$ cat src/rtl/gpio_edge_port.sv
module gpio_edge_port #(
  parameter int W = 8,
  parameter int AW = 3,
  parameter logic [W-1:0] FLAG_MASK = 8'hC3
) (
  input  logic          clk,
  input  logic          rst_n,
  input  logic          bus_sel,
  input  logic          bus_wr,
  input  logic [AW-1:0] bus_addr,
  input  logic [W-1:0]  bus_wdata,
  output logic [W-1:0]  bus_rdata,
  input  logic [W-1:0]  pin_in,
  output logic [W-1:0]  pin_out,
  output logic [W-1:0]  pin_oe,
  output logic          irq
);
  localparam logic [AW-1:0] A_DATA = AW'(0);
  localparam logic [AW-1:0] A_DIR  = AW'(1);
  localparam logic [AW-1:0] A_POL  = AW'(2);
  localparam logic [AW-1:0] A_IEN  = AW'(3);
  localparam logic [AW-1:0] A_FLAG = AW'(4);

  logic [W-1:0] data_q, dir_q, pol_q, ien_q, flag_q;
  logic [W-1:0] sync1_q, sync2_q, prev_q;
  logic         irq_q;
  logic [W-1:0] hit, clr;
  logic         wr_en;

  assign wr_en = bus_sel & bus_wr;
  assign hit = FLAG_MASK & ((pol_q & sync2_q & ~prev_q) | (~pol_q & ~sync2_q & prev_q));
  assign clr = (wr_en && bus_addr == A_FLAG) ? bus_wdata : '0;

  always_ff @(posedge clk or negedge rst_n) begin
    if (!rst_n) begin
      data_q  <= '0;
      dir_q   <= '0;
      pol_q   <= '0;
      ien_q   <= '0;
      flag_q  <= '0;
      sync1_q <= '0;
      sync2_q <= '0;
      prev_q  <= '0;
      irq_q   <= 1'b0;
    end else begin
      sync1_q <= pin_in;
      sync2_q <= sync1_q;
      prev_q  <= sync2_q;
      if (wr_en) begin
        case (bus_addr)
          A_DATA:  data_q <= bus_wdata;
          A_DIR:   dir_q  <= bus_wdata;
          A_POL:   pol_q  <= bus_wdata;
          A_IEN:   ien_q  <= bus_wdata;
          default: ;
        endcase
      end
      flag_q <= (flag_q & ~clr) | hit;
      irq_q  <= |(flag_q & ien_q);
    end
  end

  always_comb begin
    bus_rdata = '0;
    if (bus_sel && !bus_wr) begin
      case (bus_addr)
        A_DATA:  bus_rdata = (dir_q & data_q) | (~dir_q & sync2_q);
        A_DIR:   bus_rdata = dir_q;
        A_POL:   bus_rdata = pol_q;
        A_IEN:   bus_rdata = ien_q;
        A_FLAG:  bus_rdata = flag_q;
        default: bus_rdata = '0;
      endcase
    end
  end

  assign pin_out = data_q;
  assign pin_oe  = dir_q;
  assign irq     = irq_q;
endmodule

$ cat config.mk
export PLATFORM = sky130hd
export DESIGN_NAME = gpio_edge_port
export DESIGN_NICKNAME = d
export VERILOG_FILES = /design/src/rtl/gpio_edge_port.sv
export SDC_FILE = /design/constraint.sdc
export NUM_CORES = 1
export LEC_CHECK = 0
export BUFFER_PORTS_ARGS = -buffer_cell sky130_fd_sc_hd__clkbuf_2
export CAP_MARGIN = 20
export CORE_MARGIN = 2
export CORE_UTILIZATION = 50
export CTS_CLUSTER_DIAMETER = 150
export DETAILED_ROUTE_END_ITERATION = 6
export GPL_TIMING_DRIVEN = 0
export HOLD_SLACK_MARGIN = 0.08
export PLACE_DENSITY = 0.83
export SKIP_LAST_GASP = 1
export SLEW_MARGIN = 40
export SYNTH_ARGS = -nofsm -noshare
export SYNTH_HDL_FRONTEND = slang
export SYNTH_SLANG_ARGS = --single-unit
$ cat constraint.sdc
create_clock -name clk -period 1 [get_ports clk]
set_input_delay 0.05 -clock clk [delete_from_list [all_inputs] [get_ports clk]]
set_output_delay 0.05 -clock clk [all_outputs]
set_load 0.005 [all_outputs]
==> flow_summary.ini <==
[status]
status = finished with violations
violations = negative setup slack

[detailed_routing]
post_drt_wl_per_cell_um = 18.0
drt_pass1_iterations = 4
drt_iter0_drc = 118
drt_wl_total_um = 6580
via_count = 2051
postRouteAntennaNets = 0
viasPerCell = 5.62
route.detailed.drc = 0

[power_and_ir_drop]
vdd_drop_max_mv = 1.19
p_per_area_nw_per_um2 = 1980
leakage_nw = 1.66

[finish]
stdcell_count = 365
layout.nets = 313
drive_gt1_frac = 0.417
area_growth_pct = 33.0
antennaDiodeCount = 0
final_util = 0.700
fin_area_sq_um = 3640

[critical_path]
start_kind = register
required_ns = 0.95
critPathKind = register to primary output
crit_fanout = 3
endpoint_kind = primary output
arrival_ns = 1.42

[floorplan]
core_area_sq_um = 5200
die_h_um = 78.0
die_w_um = 78.0
start_util = 0.526
num_io_pins = 48
dieArea_sq_um = 6090
num_rows = 26

[sta]
slew_viol_final = 0
layout_setup_ws_ns = -0.468
slew_headroom = 0.639
finClkSkew_ns = 0.00548
fmax_mhz = 681
setup_viol = 15
hold_viol = 0
worst_pin_slew_ns = 0.541
post-route-min-period_ns = 1.47
rsz0062_at_grt = true
min_period_over_period = 1.47
holdWs_ns = 0.184

[global_routing]
grt_use_total = 0.232
grt-ovfl-total = 0
grt_max_degree = 36
grt_antenna_before_repair = 0
grt_pass1_vias = 2157
grt_pass1_wl_um = 10700

[logic_synthesis]
synthTopCellsByArea = dfrtp_1 (56%), mux2_4 (8.8%), mux2_2 (6.6%)
yosys.area.top_type = dfrtp_1
seq_area_frac_synth = 0.557
synth_top_area_frac = 0.557
synth_area_per_cell_sq_um = 13.4
synthCells = 205
synth_cell_types = 32
yosysWarnings = 0
synth.net_count = 228
ys_ff_latch = 61
syn_area_sq_um = 2740

[min_path]
hold_class = primary input to asynchronous set/reset pin

[placement]
place_area_sq_um = 3100
hpwl_um = 4230
io_buffers = 46
place_ws_ns = -0.476
post-place-cells = 322
gp_congestion = 0.827

[clock_tree]
cts_tree = yes
insertion_delay_ns = 0.34
h-tree-depth = 3
clock_sinks = 61
clockBufferDepth = 2
clock-root-buffer = clkbuf_8
clkTransAtPathRegs_ns = 0.07
numCtsBuffers = 9

[flow_run]
drv_cap = 0
-- state kept, by name (all words and copies together) (netlist names) --
signal / flops
flag_q: 8
ien_q: 8
irq: 1
pin_oe: 8
pin_out: 8
pol_q: 8
prev_q: 4
sync1_q: 8
sync2_q: 8
-- cell type report --
class	count	area, sq um
multi-input cells	133	1170
flip-flops and latches	61	1530
plain buffers	11	91.3
repair buffers	74	522
fillers	397	1560
well taps	70	87.6
clock inverters	6	110
clock buffers	10	138
-- layer usage --
metal  up-vias  global-route usage  wire length [um]
met5         -                   0                 0
met4         0              0.0895                95
met3        12              0.0586               369
met2        76               0.378              3230
met1      1040               0.301              2880
li1        923                   -                 -
-- cells in the final DEF, fill, tap and decap left out, types with 3 or more instances in the layout --
cell type       n
a21o_1          8
mux2_4         16
dlygate4sd3_1  17
clkbuf_2       39
nor2_1          8
clkbuf_8       10
buf_4           7
nand3_1         7
a221o_1         3
o22a_1          6
a21boi_0        4
nand3b_1       17
a22oi_1         4
a21oi_2         6
nand2_1         4
buf_6           8
dfrtp_1        61
bufinv_16       3
mux2i_1        14
buf_2           8
mux2_2         16
-- repair_timing --
action / CTS / global route
pin swaps: 4 / 0
hold buffers: 17 / 0
buffers inserted: 9 / 3
gates resized for setup: 5 / 10
endpoints found under the hold margin: 107 / 0
setup endpoints to repair: 11 / 16
-- logic make-up (layout without fill, tap and decap cells) --
family,count (synthesis),in the layout,synth area share
buffers and inverters,11,101,0.0270
and+or+nand+nor,50,50,0.110
AOI/OAI and AO/OA,37,37,0.101
DFF,61,61,0.557
muxes,46,46,0.205
-- synth_stat cells --
| master | instances |
|---|---|
| a211o_1 | 1 |
| a21boi_0 | 4 |
| a21o_1 | 8 |
| a21oi_1 | 6 |
| a221o_1 | 3 |
| a22oi_1 | 4 |
| a2bb2oi_1 | 2 |
| a31oi_1 | 2 |
| and2_1 | 2 |
| and2b_1 | 1 |
| and3b_1 | 1 |
| buf_2 | 5 |
| buf_4 | 1 |
| buf_6 | 3 |
| clkbuf_1 | 2 |
| dfrtp_1 | 61 |
| mux2_2 | 16 |
| mux2_4 | 16 |
| mux2i_1 | 14 |
| nand2_1 | 4 |
| nand2_2 | 1 |
| nand2b_1 | 2 |
| nand3_1 | 7 |
| nand3b_1 | 17 |
| nand4_1 | 1 |
| nor2_1 | 8 |
| nor2_2 | 1 |
| nor2b_1 | 1 |
| nor3b_1 | 2 |
| o21ai_1 | 1 |
| o22a_1 | 6 |
| or3_1 | 2 |
-- power by group --
group / switching, mW / internal, mW / total (mW)
clock network: 1.01 / 1.72 / 2.73
logic: 0.501 / 0.854 / 1.36
registers: 0.318 / 2.83 / 3.15
-- metrics by stage --
stage	total power [mW]	TNS (ns)
3_3_place_gp	4.24	-34.44
5_1_grt	7.54	-4.46
2_1_floorplan	3.83	-0.852
4_1_cts	7.19	-3.75
6_report	7.23	-3.82
3_5_place_dp	4.31	-12.75
-- final timing paths --
check                             from           end  slack, ns  cells after the start
max                          pin_oe[1]  bus_rdata[1]      -0.47                      4
min                              rst_n    sync2_q[4]       0.18                      2
max reg2reg                  pin_oe[0]     pin_oe[0]      -0.05                      3
min reg2reg                 sync1_q[5]    sync2_q[5]       0.35                      0
max in group asynchronous        rst_n    sync2_q[7]       0.31                      3
min in group clk           bus_addr[1]     pin_oe[1]       0.28                      4
-- critical path: stages (launching register included) --
cell and delay [ns]:
dfrtp_1 0.41, mux2i_1 0.24, a2bb2oi_1 0.19, a31oi_1 0.12, clkbuf_2 0.13
Power figures use the tool's default switching activity.
